--- src/rtl/ovl_pkg.sv ---
package ovl_pkg;

  typedef struct packed {
    logic arm;   // turn-off detected, off-period begins
    logic take;  // capture the comparator flag this edge
  } ovlStrobe_t;

  function automatic int sampleCycles(input longint clkHz, input bit variantB);
    longint delayNs;
    longint cyc;
    delayNs = variantB ? 64'd1500 : 64'd4500;
    cyc = (clkHz * delayNs) / 64'd1000000000;
    if (cyc < 64'd1) cyc = 64'd1;
    return int'(cyc);
  endfunction

endpackage

--- src/rtl/ovl_timer.sv ---
module ovl_timer
  import ovl_pkg::*;
#(
  parameter int SAMPLE_CYC = 45
) (
  input  logic       clk,
  input  logic       rstN,
  input  logic       gateDrv,
  output ovlStrobe_t stb
);

  localparam int CNT_W = $clog2(SAMPLE_CYC + 1);
  localparam logic [CNT_W-1:0] CNT_LAST = CNT_W'(SAMPLE_CYC);
  localparam logic [CNT_W-1:0] CNT_ONE  = CNT_W'(1);

  typedef enum logic {ST_IDLE, ST_WAIT} tmrState_t;

  tmrState_t        state;
  logic [CNT_W-1:0] cnt;
  logic             drvPrev;

  always_comb begin
    stb.arm  = drvPrev & ~gateDrv;
    stb.take = (state == ST_WAIT) & ~gateDrv & (cnt == CNT_LAST);
  end

  always_ff @(posedge clk or negedge rstN) begin
    if (!rstN) begin
      state   <= ST_IDLE;
      cnt     <= '0;
      drvPrev <= 1'b0;
    end else begin
      drvPrev <= gateDrv;
      case (state)
        ST_IDLE: begin
          if (stb.arm) begin
            state <= ST_WAIT;
            cnt   <= CNT_ONE;
          end
        end
        ST_WAIT: begin
          if (gateDrv) begin
            state <= ST_IDLE;
            cnt   <= '0;
          end else if (cnt == CNT_LAST) begin
            state <= ST_IDLE;
            cnt   <= '0;
          end else begin
            cnt <= cnt + CNT_ONE;
          end
        end
        default: begin
          state <= ST_IDLE;
          cnt   <= '0;
        end
      endcase
    end
  end

  AST_CNT_BOUND: assert property (@(posedge clk) disable iff (!rstN)
    cnt <= CNT_LAST);

  AST_ABORT_ON_TURN_ON: assert property (@(posedge clk) disable iff (!rstN)
    (state == ST_WAIT) && gateDrv |=> (state == ST_IDLE));

  AST_ONE_SAMPLE: assert property (@(posedge clk) disable iff (!rstN)
    stb.take |=> !stb.take);

endmodule

--- src/rtl/ovl_capture.sv ---
module ovl_capture
  import ovl_pkg::*;
(
  input  logic       clk,
  input  logic       rstN,
  input  logic       supplyLow,
  input  logic       ovpFlag,
  input  ovlStrobe_t stb,
  output logic       latchOff,
  output logic       plateauHigh
);

  always_ff @(posedge clk or negedge rstN) begin
    if (!rstN) begin
      plateauHigh <= 1'b0;
    end else if (stb.arm) begin
      plateauHigh <= 1'b0;
    end else if (stb.take) begin
      plateauHigh <= ovpFlag;
    end
  end

  // Only a collapsed supply clears the shutdown request.
  always_ff @(posedge clk or posedge supplyLow) begin
    if (supplyLow) begin
      latchOff <= 1'b0;
    end else if (stb.take && ovpFlag) begin
      latchOff <= 1'b1;
    end
  end

  AST_LATCH_HOLD: assert property (@(posedge clk) disable iff (supplyLow)
    latchOff |=> latchOff);

  AST_LATCH_SOURCE: assert property (@(posedge clk) disable iff (supplyLow)
    $rose(latchOff) |-> $past(stb.take && ovpFlag));

  AST_SUPPLY_CLEAR: assert property (@(posedge clk) disable iff (!rstN)
    supplyLow |-> !latchOff);

  AST_STATUS_ARM: assert property (@(posedge clk) disable iff (!rstN)
    stb.arm |=> !plateauHigh);

endmodule

--- src/rtl/ovl_plateau_latch.sv ---
module ovl_plateau_latch
  import ovl_pkg::*;
#(
  parameter longint CLK_HZ    = 10000000,
  parameter bit     VARIANT_B = 1'b0
) (
  input  logic clk,
  input  logic rstN,
  input  logic gateDrv,
  input  logic ovpFlag,
  input  logic supplyLow,
  output logic latchOff,
  output logic plateauHigh
);

  localparam int SAMPLE_CYC = sampleCycles(CLK_HZ, VARIANT_B);

  ovlStrobe_t stb;

  ovl_timer #(
    .SAMPLE_CYC(SAMPLE_CYC)
  ) uTimer (
    .clk     (clk),
    .rstN    (rstN),
    .gateDrv (gateDrv),
    .stb     (stb)
  );

  ovl_capture uCapture (
    .clk         (clk),
    .rstN        (rstN),
    .supplyLow   (supplyLow),
    .ovpFlag     (ovpFlag),
    .stb         (stb),
    .latchOff    (latchOff),
    .plateauHigh (plateauHigh)
  );

endmodule

--- config.mk ---
export PLATFORM = sky130hd
export DESIGN_NAME = ovl_plateau_latch
export DESIGN_NICKNAME = d
export VERILOG_FILES = /design/src/rtl/ovl_pkg.sv /design/src/rtl/ovl_timer.sv /design/src/rtl/ovl_capture.sv /design/src/rtl/ovl_plateau_latch.sv
export SDC_FILE = /design/constraint.sdc
export NUM_CORES = 1
export LEC_CHECK = 0
export ABC_AREA = 1
export BUFFER_PORTS_ARGS = -buffer_cell sky130_fd_sc_hd__buf_2
export CAP_MARGIN = 20
export CORE_AREA = 2 2 39 41
export CTS_CLUSTER_DIAMETER = 30
export DETAILED_ROUTE_END_ITERATION = 6
export DIE_AREA = 0 0 41 43
export GPL_TIMING_DRIVEN = 1
export PLACE_DENSITY = 0.6
export SLEW_MARGIN = 20
export SYNTH_ARGS = -nofsm -noshare
export SYNTH_HDL_FRONTEND = slang
export SYNTH_SLANG_ARGS = --single-unit
--- constraint.sdc ---
create_clock -name clk -period 2.5 [get_ports clk]
set_input_delay 0.375 -clock clk [delete_from_list [all_inputs] [get_ports clk]]
set_output_delay 0.375 -clock clk [all_outputs]
set_load 0.1 [all_outputs]
# Word level (Yosys, flattened, before mapping)
# Index checks and enable logic that the tools add are counted.
# W data, S select, Z words.
dict set report word_totals {
  register_bits 10
  latch_bits 0
  ramBits 0
  mem_bits_ro 0
  elab_cells 25
  n_memories 0
}
dict set report classes {
  n_addsub 1
  mul 0
  div_mod_pow 0
  magnitude_cmp 0
  eq_ne 2
  n_shift 0
  mux 10
  bitwise_logic 5
  reduce_logical 2
}
# op count
set op_table {}
lappend op_table {{$mux W6} 3}
lappend op_table {{$pmux W6 S2} 1}
lappend op_table {{$add A6 B1 Y6 const B} 1}
lappend op_table {{$eq A6 B6 Y1 const B} 1}
lappend op_table {{$mux W1} 5}
lappend op_table {{$and A1 B1 Y1} 3}
lappend op_table {{$ne A2 B2 Y1 const B} 1}
lappend op_table {{$not A1 Y1} 2}
lappend op_table {{$pmux W1 S2} 1}
lappend op_table {{$reduce_bool A2 Y1} 1}
lappend op_table {{$logic_and A1 B1 Y1} 1}

# Longest topological paths before layout
# Gate-level depths: netlist of run 1.
dict set report depth {
  word_depth 5
  mapped_depth 7
  ltp_nobuf 7
}

# Modules after synthesis
# A second synthesis of run 1 with hierarchy kept.
dict set report unflattened {
  cells_unflattened 70
  area_unflattened_um2 544.3
}
# module n_inst cells_per_inst area_per_inst_um2 seq_area_each_um2
set modules_own_cells {}
lappend modules_own_cells {ovl_timer 1 61 461.7 200.2}
lappend modules_own_cells {ovl_capture 1 9 82.6 50.0}

# Worst setup path before layout of run 1
# No wires, ideal clock.
dict set report synth_path {
  path_type {register to output}
  startpoint {register uCapture.latchOff}
  endpoint {output port latchOff}
  arrival_time_ns 0.898
  required_time_ns 2.125
  setup_slack_ns 1.227
  stages_incl_launch_ff 1
  path_cell_list {dfrtp_1}
}
# element line
set synth_lines {}
lappend synth_lines {{from (decl)} ovl_capture.sv:9} ;# output logic latchOff,
lappend synth_lines {{from (signal assigned)} ovl_capture.sv:26} ;# latchOff <= 1'b0;
lappend synth_lines {{from (signal assigned)} ovl_capture.sv:28} ;# latchOff <= 1'b1;
lappend synth_lines {{to (decl)} ovl_plateau_latch.sv:12} ;# output logic latchOff,
# No word-level cell between the ends.

# Final worst setup path of run 1
dict set report layout_path {
  startpoint {register uCapture.plateauHigh}
  endpoint {output port plateauHigh}
}
# element line
set layout_lines {}
lappend layout_lines {{from (decl)} ovl_capture.sv:10} ;# output logic plateauHigh
lappend layout_lines {{from (signal assigned)} ovl_capture.sv:19} ;# plateauHigh <= ovpFlag;
lappend layout_lines {{to (decl)} ovl_plateau_latch.sv:13} ;# output logic plateauHigh
# No word-level cell between the ends.

==> reports/metrics.yaml, run 1 <==
multi_input_area_um2: 233
crit_slowest_cell: "buf_2"
cts_root_buffer: "clkbuf_4"
wirelength_um: 895
die_w_um: 41
avgRoutedWirePerCell_um: 10.1
gr-total-overflow: 0
postRouteAntennaNets: 0
critical_path_arrival_ns: 1.03
cp_top_family: "buffers and inverters"
start_util_pct: 37.6
drtPass1Iterations: 4
io_pins: 7
worstSetupStartpointType: "register"
tightest_slew_ns: 0.487
cts_tree: "done"
slew_headroom_pct: 67.8
endpoint_kind: "primary output"
holdWs_ns: 0.258
register_area_um2: 250
syn_to_final_growth_pct: 17.8
synth_cell_types: 18
worstRegToRegCells: 7
insertion_delay_ns: 0.26
die_area_mm2: 0.00176
synthMostInstantiatedCell: "nand2_1"
syn_avg_cell_area_um2: 8.40
final-hold-violation-count: 0
ys.flop_type: "dfrtp_1"
worstSetupPathType: "reg -> out"
grt_pass1_wl_mm: 1.59
drive_gt1_share_pct: 26.0
finalCritPeriodShare_pct: 56.0
worstPathRequired_ns: 2.12
portBuffers: 6
clkSinkCount: 10
grt_pass1_vias: 395
syn_nets: 69
setup_tns_ns: 0
setup_viol: 0
ir_drop_mv: 0.315
r2r_start: "uTimer.cnt[1]"
grt_max_degree: 10
cellPowerDensity_mw_per_mm2: 580
status: "finished clean"
num_vias: 427
ys_seq_area_share_pct: 48.1
yosys.area.top_type: "dfrtp_1"
core_mm2: 0.00138
cts_made_buffers: 3
fmax_mhz: 714
crit_buf_inv: 1
drc: 0
nets: 82
nFillCells: 152
async_flop_share_pct: 100
antennaDiodeCount: 0
gp_congestion: 0.721
cp_num_cells: 1
max-cap-violations: 0
synth_top_area_share_pct: 48.1
cpPeakStageDelay_ns: 0.42
synth_edf_count: 0
antenna_found_initial: 0
synth-seq-cells: 10
endpoint: "plateauHigh"
synth_area_um2: 520
yosys-top-cells-count: "nand2_1, dfrtp_1, inv_1"
placed_cells: 84
synthCells: 62
hpwl_um: 714
cts_resized: 0
drt-initial-drc-count: 8
reg2reg_slack_ns: 1.26
rows: 14
synth_warnings: 0
cp_max_fo: 2
rsz0062_at_grt: "false"
stdcell_count: 89
fin_skew_ns: 0.00228
power.leakage_nw: 0.314
timing.rr.end: "uTimer.cnt[2]"
startpoint: "uCapture.plateauHigh"
die_h_um: 43
viasPerCell: 4.80
ys_top_cells_by_area: "dfrtp_1, nand2_1, inv_1"
clk_pin_slew_ns: 0.06
clk_path_buf_depth: 2
min_period_ns: 1.40
crit_chain: "buf_2"
hold_class: "in -> reg"
h-tree-depth: 1
finalMaxSlewViolations: 0
grt_util_all_layers_pct: 13.5
flip-flops by register name (all words and copies together) (netlist names):
register and cells:
uCapture.plateauHigh 1, uCapture.latchOff 1, uTimer.drvPrev 1, uTimer.state 1
uTimer.cnt 6
how the worst min path moves through the flow:
stage | endpoint | cells past startpoint | slack, ns | start
global placement | uCapture.latchOff | 2 | 0.21 | supplyLow
CTS | uTimer.drvPrev | 1 | 0.26 | gateDrv
detailed placement | uCapture.latchOff | 2 | 0.21 | supplyLow
finish | uTimer.drvPrev | 1 | 0.26 | gateDrv
global route | uTimer.drvPrev | 1 | 0.26 | gateDrv
floorplan | uCapture.plateauHigh | 0 | 0.08 | rstN
cell type report:
class	count	share of cell area [%]
inverter	10	6.12
clock buffer	3	3.67
tap	16	3.27
multi-input combinational	42	38.0
timing repair buffer	8	8.16
sequential	10	40.8
cell usage in the layout, fill, tap and decap left out, drive strengths merged, types with 2 or more instances in the layout:
cell / n
dlygate4sd3: 2
buf: 6
ha: 2
clkbuf: 3
o21ai: 3
nand3: 5
nand4: 4
dfrtp: 10
nor2: 8
nand2: 16
inv: 10
power by group:
part / leakage, nW / internal (mW) / total (mW) / switching, mW
logic: 0.167 / 0.0242 / 0.0627 / 0.0385
clock network: 0.0138 / 0.0554 / 0.106 / 0.0509
registers: 0.133 / 0.174 / 0.187 / 0.0129
routing by layer:
metal | wire length (um) | global-route usage (%) | vias up | part of all wire, %
li1 | - | - | 222 | -
met1 | 471 | 18.6 | 199 | 53
met2 | 395 | 18.4 | 6 | 44
met3 | 29 | 4.71 | 0 | 3.2
met4 | 0 | 6.00 | 0 | 0
met5 | 0 | 0 | - | 0
per-stage QoR:
| stage | instance area, um2 | power [mW] | worst slack [ns] | util (%) |
|---|---|---|---|---|
| 4_1_cts | 613 | 0.360 | 1.08 | 44.3 |
| 6_report | 613 | 0.356 | 1.10 | 44.3 |
| 3_5_place_dp | 571 | 0.251 | 1.25 | 41.2 |
| 2_1_floorplan | 520 | 0.234 | 1.23 | - |
| 5_1_grt | 613 | 0.382 | 1.06 | 44.3 |
| 3_3_place_gp | 571 | 0.250 | 1.28 | 41.2 |
cell families (layout without fill, tap and decap cells):
| logic type | Yosys count | in the layout | share of synthesized area (%) |
|---|---|---|---|
| fa+ha+maj | 2 | 2 | 4.81 |
| xor+xnor | 1 | 1 | 1.68 |
| buf+inv | 10 | 21 | 7.21 |
| flops | 10 | 10 | 48.1 |
| compound gates | 6 | 6 | 7.45 |
| simple gates | 33 | 33 | 30.8 |
repair_timing:
| action | in CTS | in global routing |
|---|---|---|
| endpoints found under the hold margin | 10 | 0 |
| buffers inserted | 0 | 0 |
| hold buffers | 2 | 0 |
| setup endpoints to repair | 0 | 0 |
Power figures use the tool's default switching activity.
==> run 2, diff against run 1 <==
clock period = 1.4 ns   (was 2.5 ns; I/O delays follow)
==> run 2 against run 1 <==
Compared with the run above:
- sequential share of layout area down 0.90 points
- clock skew up 0.0032 ns
- sequential cell count unchanged
- critical path type unchanged
- critical endpoint unchanged
- highest routed layer unchanged
==> reports/metrics.yaml, run 2 (same netlist as run 1, synthesis figures left out) <==
pwr-share-clk_pct: 36.8  # was 29.9%
core_mm2: 0.00138  # unchanged
setup_viol: 0  # unchanged
insertion_delay_ns: 0.26  # about the same
clk_path_buf_depth: 2  # unchanged
hold_class: "in -> reg"  # unchanged
p_seq_share_pct: 47.3  # was 52.5%
drc: 0  # unchanged
die_w_um: 41  # unchanged
cellPowerDensity_mw_per_mm2: 1120  # was 580 mW/mm2
nFillCells: 145  # was 152
holdWs_ns: 0.0877  # was 0.258 ns
finalCritPeriodShare_pct: 88.3
regMostFlops: "uTimer.cnt"  # unchanged
fmax_mhz: 809
layout_common_cells: "nand2_1, dfrtp_1, inv_1, buf_2"  # unchanged
antennaDiodeCount: 0  # unchanged
min_period_ns: 1.24
power.leakage_nw: 0.322  # was 0.314 nW
switching_share_pct: 27.4  # was 28.8%
critical_path_arrival_ns: 1.03  # about the same
rsz0062_at_grt: "false"  # unchanged
status: "finished clean"  # unchanged
crit_chain: "buf_2"  # unchanged
drtPass1Iterations: 1  # was 4
hpwl_um: 706  # was 714 um
die_h_um: 43  # unchanged
clkSinkCount: 10  # unchanged
grt_pass1_vias: 377  # was 395
worstSetupPathType: "reg -> out"  # unchanged
drive_gt1_share_pct: 27.0  # was 26.0%
nets: 82  # unchanged
cpPeakStageDelay_ns: 0.43  # was 0.42 ns
grt_pass1_wl_mm: 1.46  # was 1.59 mm
start_util_pct: 37.6  # unchanged
avgRoutedWirePerCell_um: 10.1  # about the same
syn_to_final_growth_pct: 20.4  # was 17.8%
cts_tree: "done"  # unchanged
cp_max_fo: 2  # unchanged
slew_headroom_pct: 67.8  # about the same
num_vias: 421  # was 427
worstPathRequired_ns: 1.19  # was 2.12 ns
antenna_found_initial: 0  # unchanged
ir_drop_mv: 0.624  # was 0.315 mV
cp_top_family: "buffers and inverters"  # unchanged
cts_root_buffer: "clkbuf_4"  # unchanged
endpoint_kind: "primary output"  # unchanged
fin_skew_ns: 0.00546  # was 0.00228 ns
io_pins: 7  # unchanged
tightest_slew_ns: 0.487  # about the same
p_int_mw: 0.510  # was 0.253 mW
crit_buf_inv: 1  # unchanged
wirelength_um: 905  # was 895 um
gp_congestion: 0.749  # was 0.721
largest_reg_flops: 6  # unchanged
finalMaxSlewViolations: 0  # unchanged
setup_tns_ns: 0  # unchanged
clk_pin_slew_ns: 0.07  # was 0.06 ns
grt_max_degree: 10  # unchanged
final-hold-violation-count: 0  # unchanged
worstSetupStartpointType: "register"  # unchanged
viasPerCell: 4.68  # was 4.80
max-cap-violations: 0  # unchanged
combPwrFrac_pct: 15.9  # was 17.6%
crit_slowest_cell: "buf_2"  # unchanged
grt_util_all_layers_pct: 12.0  # was 13.5%
layout_commonest_cell: "nand2_1"  # unchanged
rows: 14  # unchanged
cts_setup_buffers: 0  # unchanged
drt-initial-drc-count: 0  # was 8
postRouteAntennaNets: 0  # unchanged
cts_made_buffers: 3  # unchanged
h-tree-depth: 1  # unchanged
gr-total-overflow: 0  # unchanged
p_sw_mw: 0.193  # was 0.102 mW
portBuffers: 6  # unchanged
die_area_mm2: 0.00176  # unchanged
run 2: routing by layer:
layer	global-route usage, %	wire, um
met4	2.00	0
met3	4.71	31
met1	15.1	459
met5	0	0
met2	19.1	414
run 2: layout make-up:
type | count | area, um2 | area share [%]
multi-input combinational | 42 | 233 | 37.1
inverter | 10 | 37.5 | 5.99
sequential | 10 | 250 | 39.9
clock buffer | 4 | 36.3 | 5.79
timing repair buffer | 8 | 50.0 | 7.98
tap | 16 | 20.0 | 3.19
run 2: worst paths after layout:
check                                         end  cells after the start                 start  slack, ns
worst max register to register      uTimer.cnt[2]                      7         uTimer.cnt[1]       0.17
min in group asynchronous           uTimer.cnt[5]                      2                  rstN       0.33
max in group asynchronous           uTimer.cnt[4]                      2                  rstN       0.88
worst min register to register  uCapture.latchOff                      1     uCapture.latchOff       0.47
worst max-delay path                  plateauHigh                      1  uCapture.plateauHigh       0.16
worst min-delay path               uTimer.drvPrev                      1               gateDrv       0.09
run 2: power by group through the flow:
stage               sequential [mW]  clock, mW  combinational (mW)
CTS                           0.333      0.268               0.115
global route                  0.334      0.284               0.132
finish                        0.332      0.259               0.112
detailed placement            0.339          0               0.110
global placement              0.338          0               0.109
floorplan                     0.333          0              0.0838
run 2: what timing repair did:
item | 4_1_cts | 5_1_grt
hold endpoints to repair | 10 | 0
resized for setup | 0 | 0
hold buffers | 2 | 0
run 2: metrics by stage:
| stage | cell area [um2] | setup slack (ns) | cells | util, % | power [mW] |
|---|---|---|---|---|---|
| floorplan | 520 | 0.200 | 62 | - | 0.417 |
| detailed placement | 571 | 0.162 | 84 | 41.2 | 0.449 |
| global placement | 571 | 0.186 | 84 | 41.2 | 0.447 |
| CTS | 627 | 0.148 | 90 | 45.3 | 0.716 |
| finish | 627 | 0.164 | 90 | 45.3 | 0.703 |
| global route | 627 | 0.0478 | 90 | 45.3 | 0.751 |
